<file path="src/rtl/rbd_pkg.sv">
package rbd_pkg;

    localparam int SAMPLE_W = 16;

    typedef logic signed [SAMPLE_W-1:0] samp_t;

    typedef struct packed {
        samp_t i;
        samp_t q;
    } iq_t;

    typedef enum logic [1:0] {
        RED_FIRST = 2'd0,
        RED_PEAK  = 2'd1,
        RED_MEAN  = 2'd2,
        RED_SPARE = 2'd3
    } red_mode_e;

    typedef logic [SAMPLE_W:0] mag_t;

    // Magnitude of one signed component, one bit wider so that the most negative value fits.
    function automatic mag_t abs_ext(samp_t v);
        mag_t w;
        w = {v[SAMPLE_W-1], v};
        if (v[SAMPLE_W-1]) begin
            return (~w) + mag_t'(1);
        end
        return w;
    endfunction

    // L1 approximation of the complex magnitude.
    function automatic mag_t l1_mag(iq_t s);
        return abs_ext(s.i) + abs_ext(s.q);
    endfunction

endpackage

</file>
<file path="src/rtl/rbd_sequencer.sv">
module rbd_sequencer #(
    parameter int IN_BINS = 1024,
    parameter int GROUP   = 16
) (
    input  logic                                 clk,
    input  logic                                 rst,
    input  logic                                 chirp_start,
    input  logic                                 in_valid,
    input  logic [$clog2(IN_BINS)-1:0]           start_bin,
    output logic                                 take,
    output logic                                 grp_first,
    output logic                                 grp_last,
    output logic [$clog2(IN_BINS/GROUP)-1:0]     grp_idx
);
    localparam int OUT_BINS = IN_BINS / GROUP;
    localparam int CNT_W    = $clog2(IN_BINS + 1);
    localparam int POS_W    = $clog2(GROUP);
    localparam int OCNT_W   = $clog2(OUT_BINS + 1);
    localparam int OIDX_W   = $clog2(OUT_BINS);

    logic [CNT_W-1:0]  raw_cnt;
    logic [POS_W-1:0]  pos;
    logic [OCNT_W-1:0] out_cnt;
    logic              guard_ok;
    logic              in_window;
    logic              past_skip;

    // The guard looks at the count before this sample, so the final in-range sample
    // still finishes its run.
    always_comb begin
        guard_ok  = (raw_cnt < CNT_W'(IN_BINS)) && (out_cnt < OCNT_W'(OUT_BINS));
        in_window = in_valid && !chirp_start && guard_ok;
        past_skip = raw_cnt >= CNT_W'(start_bin);
        take      = in_window && past_skip;
        grp_first = (pos == '0);
        grp_last  = (pos == POS_W'(GROUP - 1));
        grp_idx   = out_cnt[OIDX_W-1:0];
    end

    always_ff @(posedge clk) begin
        if (rst || chirp_start) begin
            raw_cnt <= '0;
            pos     <= '0;
            out_cnt <= '0;
        end else if (in_window) begin
            raw_cnt <= raw_cnt + CNT_W'(1);
            if (past_skip) begin
                if (grp_last) begin
                    pos     <= '0;
                    out_cnt <= out_cnt + OCNT_W'(1);
                end else begin
                    pos <= pos + POS_W'(1);
                end
            end
        end
    end

endmodule

</file>
<file path="src/rtl/rbd_reducer.sv">
module rbd_reducer
    import rbd_pkg::*;
#(
    parameter int GROUP = 16
) (
    input  logic      clk,
    input  logic      rst,
    input  red_mode_e mode,
    input  logic      take,
    input  logic      grp_first,
    input  iq_t       sample,
    output iq_t       result
);
    localparam int SHIFT = $clog2(GROUP);
    localparam int SUM_W = SAMPLE_W + SHIFT;

    iq_t                     kept_q, kept_n;
    mag_t                    kept_mag_q, kept_mag_n, cur_mag;
    logic signed [SUM_W-1:0] sum_i_q, sum_q_q, sum_i_n, sum_q_n;
    logic signed [SUM_W-1:0] ext_i, ext_q;

    always_comb begin
        cur_mag    = l1_mag(sample);
        kept_n     = kept_q;
        kept_mag_n = kept_mag_q;
        if (grp_first) begin
            kept_n     = sample;
            kept_mag_n = cur_mag;
        end else if (mode == RED_PEAK && cur_mag > kept_mag_q) begin
            kept_n     = sample;
            kept_mag_n = cur_mag;
        end

        ext_i   = {{SHIFT{sample.i[SAMPLE_W-1]}}, sample.i};
        ext_q   = {{SHIFT{sample.q[SAMPLE_W-1]}}, sample.q};
        sum_i_n = grp_first ? ext_i : sum_i_q + ext_i;
        sum_q_n = grp_first ? ext_q : sum_q_q + ext_q;

        case (mode)
            RED_MEAN: begin
                result.i = samp_t'(sum_i_n >>> SHIFT);
                result.q = samp_t'(sum_q_n >>> SHIFT);
            end
            default:  result = kept_n;
        endcase
    end

    always_ff @(posedge clk) begin
        if (rst) begin
            kept_q     <= '0;
            kept_mag_q <= '0;
            sum_i_q    <= '0;
            sum_q_q    <= '0;
        end else if (take) begin
            kept_q     <= kept_n;
            kept_mag_q <= kept_mag_n;
            sum_i_q    <= sum_i_n;
            sum_q_q    <= sum_q_n;
        end
    end

endmodule

</file>
<file path="src/rtl/range_bin_decimator.sv">
module range_bin_decimator
    import rbd_pkg::*;
#(
    parameter int IN_BINS = 1024,
    parameter int GROUP   = 16
) (
    input  logic                                  clk,
    input  logic                                  rst,
    input  logic                                  chirp_start,
    input  logic [1:0]                            mode_sel,
    input  logic [$clog2(IN_BINS)-1:0]            start_bin,
    input  logic                                  in_valid,
    input  logic signed [SAMPLE_W-1:0]            in_i,
    input  logic signed [SAMPLE_W-1:0]            in_q,
    output logic                                  out_valid,
    output logic signed [SAMPLE_W-1:0]            out_i,
    output logic signed [SAMPLE_W-1:0]            out_q,
    output logic [$clog2(IN_BINS/GROUP)-1:0]      out_idx
);
    localparam int OIDX_W = $clog2(IN_BINS / GROUP);

    red_mode_e         mode_q;
    logic              take, grp_first, grp_last;
    logic [OIDX_W-1:0] grp_idx;
    iq_t               sample, result;

    assign sample = '{i: in_i, q: in_q};

    // The reduction rule is fixed for the whole chirp.
    always_ff @(posedge clk) begin
        if (rst) begin
            mode_q <= RED_FIRST;
        end else if (chirp_start) begin
            mode_q <= red_mode_e'(mode_sel);
        end
    end

    rbd_sequencer #(
        .IN_BINS (IN_BINS),
        .GROUP   (GROUP)
    ) seq_i (
        .clk         (clk),
        .rst         (rst),
        .chirp_start (chirp_start),
        .in_valid    (in_valid),
        .start_bin   (start_bin),
        .take        (take),
        .grp_first   (grp_first),
        .grp_last    (grp_last),
        .grp_idx     (grp_idx)
    );

    rbd_reducer #(
        .GROUP (GROUP)
    ) red_i (
        .clk       (clk),
        .rst       (rst),
        .mode      (mode_q),
        .take      (take),
        .grp_first (grp_first),
        .sample    (sample),
        .result    (result)
    );

    always_ff @(posedge clk) begin
        if (rst) begin
            out_valid <= 1'b0;
            out_i     <= '0;
            out_q     <= '0;
            out_idx   <= '0;
        end else begin
            out_valid <= take && grp_last;
            if (take && grp_last) begin
                out_i   <= result.i;
                out_q   <= result.q;
                out_idx <= grp_idx;
            end
        end
    end

endmodule

</file>
<file path="config.mk">
export PLATFORM = sky130hd
export DESIGN_NAME = range_bin_decimator
export DESIGN_NICKNAME = d
export VERILOG_FILES = /design/src/rtl/rbd_pkg.sv /design/src/rtl/rbd_sequencer.sv /design/src/rtl/rbd_reducer.sv /design/src/rtl/range_bin_decimator.sv
export SDC_FILE = /design/constraint.sdc
export NUM_CORES = 1
export LEC_CHECK = 0
export ABC_AREA = 0
export BUFFER_PORTS_ARGS = -buffer_cell sky130_fd_sc_hd__buf_2
export CORE_MARGIN = 2
export CORE_UTILIZATION = 27
export DETAILED_ROUTE_END_ITERATION = 12
export PLACE_DENSITY_LB_ADDON = 0.1
export SLEW_MARGIN = 0
export SYNTH_ARGS = -nofsm -noshare
export SYNTH_HDL_FRONTEND = slang
export SYNTH_SLANG_ARGS = --single-unit
</file>
<file path="constraint.sdc">
create_clock -name clk -period 6.05 [get_ports clk]
set_clock_uncertainty 0.1 [all_clocks]
set_input_delay 0.3025 -clock clk [delete_from_list [all_inputs] [get_ports clk]]
set_output_delay 0.3025 -clock clk [all_outputs]
set_load 0.05 [all_outputs]
</file>
Yosys cells after proc, flatten, opt, wreduce, memory -nomap -nowiden
Cells that the tools add are included.
{"block": "totals", "in_bits": 48, "ramBits": 0, "latch_bits": 0, "n_memories": 0, "output_inout_bits": 39, "elab_cells": 57, "rom_bits": 0, "regBits": 152}
{"block": "op_classes", "div": 0, "order_cmp": 4, "mux": 14, "n_eq_ne": 3, "n_shift": 0, "n_addsub": 8, "reduce_logical": 13, "mul": 0, "bitwise": 2}
{"op": "2-to-1 mux 17 bit", "count": 6}
{"op": "2-to-1 mux 32 bit", "count": 3}
{"op": "adder 20 x 16 -> 20 bit", "count": 2}
{"op": "2-to-1 mux 20 bit", "count": 2}
{"op": "adder 17 x 1 -> 17 bit, second input constant", "count": 2}
{"op": "NOT 17 bit", "count": 2}
{"op": "adder 17 bit", "count": 1}
{"op": "> comparator 17 bit", "count": 1}
{"op": "adder 11 x 1 -> 11 bit, second input constant", "count": 1}
{"op": "greater-or-equal comparator 11 x 10 -> 1 bit", "count": 1}
{"op": "less-than comparator 11 bit, second input constant", "count": 1}
{"op": "adder 7 x 1 -> 7 bit, second input constant", "count": 1}
{"op": "less-than comparator 7 bit, second input constant", "count": 1}
{"op": "logical AND 1 bit", "count": 6}
{"op": "adder 4 x 1 -> 4 bit, second input constant", "count": 1}
{"op": "equality test 4 bit, second input constant", "count": 1}
{"op": "logical NOT 4 bit", "count": 1}
{"op": "2-to-1 mux 4 bit", "count": 1}
{"op": "AND reduction 2 bit", "count": 2}
{"op": "AND reduction 3 bit", "count": 1}
{"op": "equality test 2 x 1 -> 1 bit, second input constant", "count": 1}
{"op": "equality test 2 bit, second input constant", "count": 1}
{"op": "2-to-1 mux 1 bit", "count": 2}
{"op": "nonzero test 2 bit", "count": 1}
{"op": "other kinds (2)", "count": 2}

Depth between registers and ports, before layout
{"block": "depth", "depth_word": 10, "mapped_depth": 24}

By module
From an unflattened synthesis, not the netlist that was laid out.
{"block": "unflattened", "cells_unflattened": 1382, "hier_area_um2": 11265.8}
{"mod": "rbd_reducer", "area_each_um2": 7678.6, "cells_per_inst": 1027, "n_inst": 1, "seq_area_each_um2": 1781.7}
{"mod": "range_bin_decimator", "area_each_um2": 2175.8, "cells_per_inst": 184, "n_inst": 1, "seq_area_each_um2": 820.8}
{"mod": "rbd_sequencer", "area_each_um2": 1411.4, "cells_per_inst": 171, "n_inst": 1, "seq_area_each_um2": 440.4}

Worst setup path before layout
No wires, ideal clock.
{"block": "synth_timing", "path_kind": "input -> register", "startpoint": "input in_i[15]", "endpoint": "register red_i.kept_mag_q[13]", "path_stages": 23, "slack_ns": 0.912, "arrival_ns": 4.951, "path_cell_list": "clkbuf_1 buf_1 clkbuf_1 nand2_1 o21ai_0 ha_1 a21o_1 a21oi_1 o211ai_1 a41oi_1 o211a_1 a21oi_1 xor2_1 ha_1 nand4_1 nor4_1 a21boi_2 o32ai_2 or3_1 clkbuf_1 or3_1 mux2_2 o31ai_1"}
{"block": "synth_via", "elab_chain_cells": 9}
{"item": "start, declared", "line": "range_bin_decimator.sv:13", "source": "input logic signed [SAMPLE_W-1:0] in_i,"}
{"item": "NOT 17 bit", "line": "rbd_pkg.sv:26", "source": "return (~w) + mag_t'(1);"}
{"item": "adder 17 x 1 -> 17 bit", "line": "rbd_pkg.sv:26"}
{"item": "2-to-1 mux 17 bit", "line": "rbd_pkg.sv:25", "source": "if (v[SAMPLE_W-1]) begin"}
{"item": "2-to-1 mux 17 bit *", "line": "rbd_pkg.sv:28", "source": "return w;"}
{"item": "adder 17 bit *", "line": "rbd_pkg.sv:33", "source": "return abs_ext(s.i) + abs_ext(s.q);"}
{"item": "named net red_i.cur_mag[15]", "line": "rbd_reducer.sv:18", "source": "mag_t kept_mag_q, kept_mag_n, cur_mag;"}
{"item": "> comparator 17 bit *", "line": "rbd_reducer.sv:29", "source": "end else if (mode == RED_PEAK && cur_mag > kept_mag_q) begin"}
{"item": "logical AND 1 bit *", "line": "rbd_reducer.sv:29"}
{"item": "nonzero test 2 bit (no line) *"}
{"item": "AND reduction 2 bit (no line) *"}
{"item": "end signal, assigned", "line": "rbd_reducer.sv:56", "source": "kept_mag_q <= kept_mag_n;"}
{"item": "end, declared", "line": "rbd_reducer.sv:18"}
Mark *: on every way through the listed nets, which the timed path passes. The rest lies on a longest branch. The select of a mux whose other input is x is not followed.
A chain may end at the register's enable or synchronous reset.

Worst setup path in the final report
{"block": "layout_timing", "startpoint": "input in_q[1]", "endpoint": "register out_i[7]"}
{"block": "layout_via", "elab_chain_cells": 10}
{"item": "start, declared", "line": "range_bin_decimator.sv:14", "source": "input logic signed [SAMPLE_W-1:0] in_q,"}
{"item": "NOT 17 bit", "line": "rbd_pkg.sv:26"}
{"item": "adder 17 x 1 -> 17 bit", "line": "rbd_pkg.sv:26"}
{"item": "2-to-1 mux 17 bit", "line": "rbd_pkg.sv:25"}
{"item": "2-to-1 mux 17 bit *", "line": "rbd_pkg.sv:28"}
{"item": "adder 17 bit *", "line": "rbd_pkg.sv:33"}
{"item": "named net red_i.cur_mag[14]", "line": "rbd_reducer.sv:18"}
{"item": "> comparator 17 bit *", "line": "rbd_reducer.sv:29"}
{"item": "logical AND 1 bit *", "line": "rbd_reducer.sv:29"}
{"item": "2-to-1 mux 32 bit *", "line": "rbd_reducer.sv:29"}
{"item": "2-to-1 mux 32 bit *", "line": "rbd_reducer.sv:26", "source": "if (grp_first) begin"}
{"item": "2-to-1 mux 32 bit *", "line": "rbd_reducer.sv:39", "source": "case (mode)"}
{"item": "end signal, assigned", "line": "range_bin_decimator.sv:74", "source": "out_i <= result.i;"}
{"item": "end, declared", "line": "range_bin_decimator.sv:16", "source": "output logic signed [SAMPLE_W-1:0] out_i,"}
Marks and branches as above.

==> summary.md <==
• **status** finished clean
• **via count of the first global-routing pass** 9429
• **Worst Hold Class** in2reg
• **number of design-rule violations left by the first detailed-router iteration** 457
• **number of cells traversed by the worst register-to-register path** 11
• **compound-cell area share of the yosys netlist** 23.3%
• **insertion delay of the later-clocked pin in the worst-skew pair** 0.45 ns
• **number of buffers inserted by port buffering** 86
• **post-synthesis share of cell area spent on full adders, half adders and majority gates** 11.0%
• **Initial Utilization** 27.5%
• **register clock-pin slew on the reported worst setup and hold paths** 0.07 ns
• **multiplexer share of the synthesized area** 4.02%
• **Cell variety after synth** 75
• **number of vias per cell** 5.07
• **area of the core** 0.0378 mm²
• **Post-synth top cells** sky130_fd_sc_hd__nand2_1 (227), sky130_fd_sc_hd__dfxtp_1 (152), sky130_fd_sc_hd__a21oi_1 (123)
• **crit start category** input pin
• **ys flop type** sky130_fd_sc_hd__dfxtp_1
• **cells taking the most area after synthesis** sky130_fd_sc_hd__dfxtp_1 (29%), sky130_fd_sc_hd__ha_1 (10%), sky130_fd_sc_hd__nand2_1 (8.2%), sky130_fd_sc_hd__a21oi_1 (5.9%), sky130_fd_sc_hd__xnor2_1 (4.2%)
• **global-route wire length before repair** 56.0 mm
• **number of enable flip-flop cells after synthesis** 0
• **standard cell area after detailed placement** 0.0114 mm²
• **sequential element share of the synthesized area** 29.2%
• **gp weighted congestion** 0.804
• **final antenna diode count** 0
• **post-synthesis xor/xnor area fraction** 6.39%
• **combinational family with the most area after synthesis** compound AO/OA/AOI/OAI gates
• **pin count of the biggest net entering global routing** 74
• **routed length per instance** 18.7 µm
• **minimum clock period** 5.22 ns
• **cell at the root of the clock tree** sky130_fd_sc_hd__clkbuf_16
• **drt drc** 0
• **total number of yosys warnings** 0
• **die footprint** 0.0402 mm²
• **initial antenna violation count** 0
• **highest clock rate** 192 MHz
• **CP cell instances** buf_2, inv_1, ha_1, nand2_1, o21ai_0, fa_1, a21oi_1, o21ai_0, a31oi_1, o211ai_1, a31oi_1, nor2_1, xor2_1, ha_1, a21o_1, a21o_1, a211o_1, o32ai_4, buf_12, mux2_2, nor2_1, a211oi_1, a31o_2
• **cell taking the most area after synthesis** sky130_fd_sc_hd__dfxtp_1
• **count of buffer and inverter cells on the critical path** 3
• **combined global-route utilization of all metal layers** 17.9%
• **die extent in y** 200 µm
• **final-report hold violation count** 0
• **Post-Synthesis Cell Area** 0.0104 mm²
• **cell with the biggest individual delay on the critical path** sky130_fd_sc_hd__o32ai_4
• **max-capacitance violation count** 0
• **TritonCTS sink count** 152
• **count of pins on the block boundary** 87
• **kind of end point of the critical path** flip-flop
• **Die Width** 200 µm
• **maximum level of the CTS H-tree** 4
• **slew at the pin with the worst max-slew slack** 0.976 ns
• **tightest slew margin relative to the limit** 34.7%
• **kind of cell with the highest combined delay on the critical path** compound AO/OA/AOI/OAI gates
• **critical path required time** 6.29 ns
• **Final Max Slew Viols** 0
• **net count of the finished layout** 1527
• **Total Routed Length** 35.7 mm
• **residual antenna-violating net count after detailed routing** 0
• **total number of placement rows** 71
• **data arrival time of the worst path** 5.46 ns
• **simple logic cell fraction of the synthesized area** 21.0%
• **Pre-Repair DR Iteration Count** 5
• **Crit Path Class** in2reg
• **Layout Cell Area excl Fill** 0.0120 mm²
• **area share of the leading cell type in the synthesized netlist** 29.2%
• **Synth Instances** 1338
• **Post-synth ARST share** 0%
• **Post-Syn Area per Cell** 7.79 µm²
• **Overflow after GRT** 0
• **clock tree from TritonCTS** built
• **CTS max path bufs** 2
• **most numerous cell in the Yosys netlist** sky130_fd_sc_hd__nand2_1
• **post-CTS setup buffer count** 0
• **ratio of cells with drive above 1 in the final layout** 12.1%
• **Detailed Place HPWL** 25.3 mm
• **total via count in the routed design** 9686
• **Yosys reg bits** 152
• **Hold Path Depth** 3
• **crit-path max FO** 19
• **final setup fails** 0
• **worst hold slack across all endpoints** 0.0163 ns
• **worst voltage drop across the vdd grid** 203 µV
• **Max stage delay on crit path** 0.55 ns
• **RSZ-0062 raised after global routing** false
• **power per cell area** 212 mW/mm²
• **number of cells on the critical path** 23
• **setup_tns** 0 ns
• **final worst-path cycle share** 86.2%
• **Post-Synthesis Net Count** 1476
• **Leak** 0.00470 µW
• **TritonCTS buffer count** 17
• **synth-to-layout area growth** 14.6%
## metrics by stage
step                setup WS (ns)  utilization, %  instances  total power [µW]
global placement            0.424            30.1       1880              1520
floorplan                   0.912               -       1338              1370
detailed placement          0.331            30.1       1880              1520
CTS                         0.778            31.6       1912              2570
finish                      0.834            31.6       1912              2530
global route                0.329            31.6       1912              2670
## placed cells by master, fill, tap and decap left out, drive strengths merged, types with 35 or more instances in the layout
master    n
xnor2    50
o21ai    62
nand2   227
nor3     35
dfxtp   152
buf     109
a21oi   125
inv      54
ha       87
nor2    100
## power by group
| part | total [µW] | leakage [µW] | internal, µW | switching, µW |
|---|---|---|---|---|
| clock network | 1040 | 0.000260 | 557 | 481 |
| logic | 490 | 0.00321 | 187 | 303 |
| registers | 1000 | 0.00122 | 1000 | 1.29 |
## final timing paths
check	from	endpoint	slack (ns)
max	in_q[1]	out_i[7]	0.83
min	mode_sel[0]	mode_q[0]	0.02
max reg2reg	seq_i.raw_cnt[4]	out_q[15]	2.59
min reg2reg	red_i.kept_q[15]	red_i.kept_q[15]	0.36
## layer usage
layer  global-route usage (%)  routed length (µm)
met4                     4.18                 401
met3                     2.91                1240
met1                     24.8               18000
met2                     29.1               16100
met5                        0                   0
## timing repair
item / CTS / global route
resized for setup: 0 / 0
setup endpoints to repair: 0 / 0
hold buffers: 1 / 0
hold endpoints to repair: 1 / 0
## worst register-to-register path: cells and delay by family (launching register included)
| kind | cells | cell delay (ns) |
|---|---|---|
| simple gates | 4 | 1.07 |
| fa+ha+maj | 1 | 0.30 |
| flops | 1 | 0.35 |
| buf+inv | 1 | 0.58 |
| compound gates | 5 | 0.99 |
## sequential cells by signal (all words and copies together) (netlist names)
name              count
out_idx               6
seq_i.pos             4
red_i.sum_q_q        20
out_i                16
out_q                16
out_valid             1
red_i.kept_mag_q     17
seq_i.raw_cnt        11
seq_i.out_cnt         7
red_i.sum_i_q        20
mode_q                2
red_i.kept_q         32
## cell families after synthesis
kind of cell	Yosys count
and+or+nand+nor	482
AOI/OAI and AO/OA	366
DFF	152
buffers and inverters	131
adders and majority gates	90
xor gates and xnor gates	76
muxes	41
## layout make-up
type                       count  area [µm²]
clock buffer                  17         425
timing repair buffer         110         628
multi-input combinational   1055        6910
clock inverter                14         109
sequential                   152        3040
tap                          511         639
fill                        4089       25900
inverter                      53         199
No activity file was read; power rests on OpenSTA's default activity.
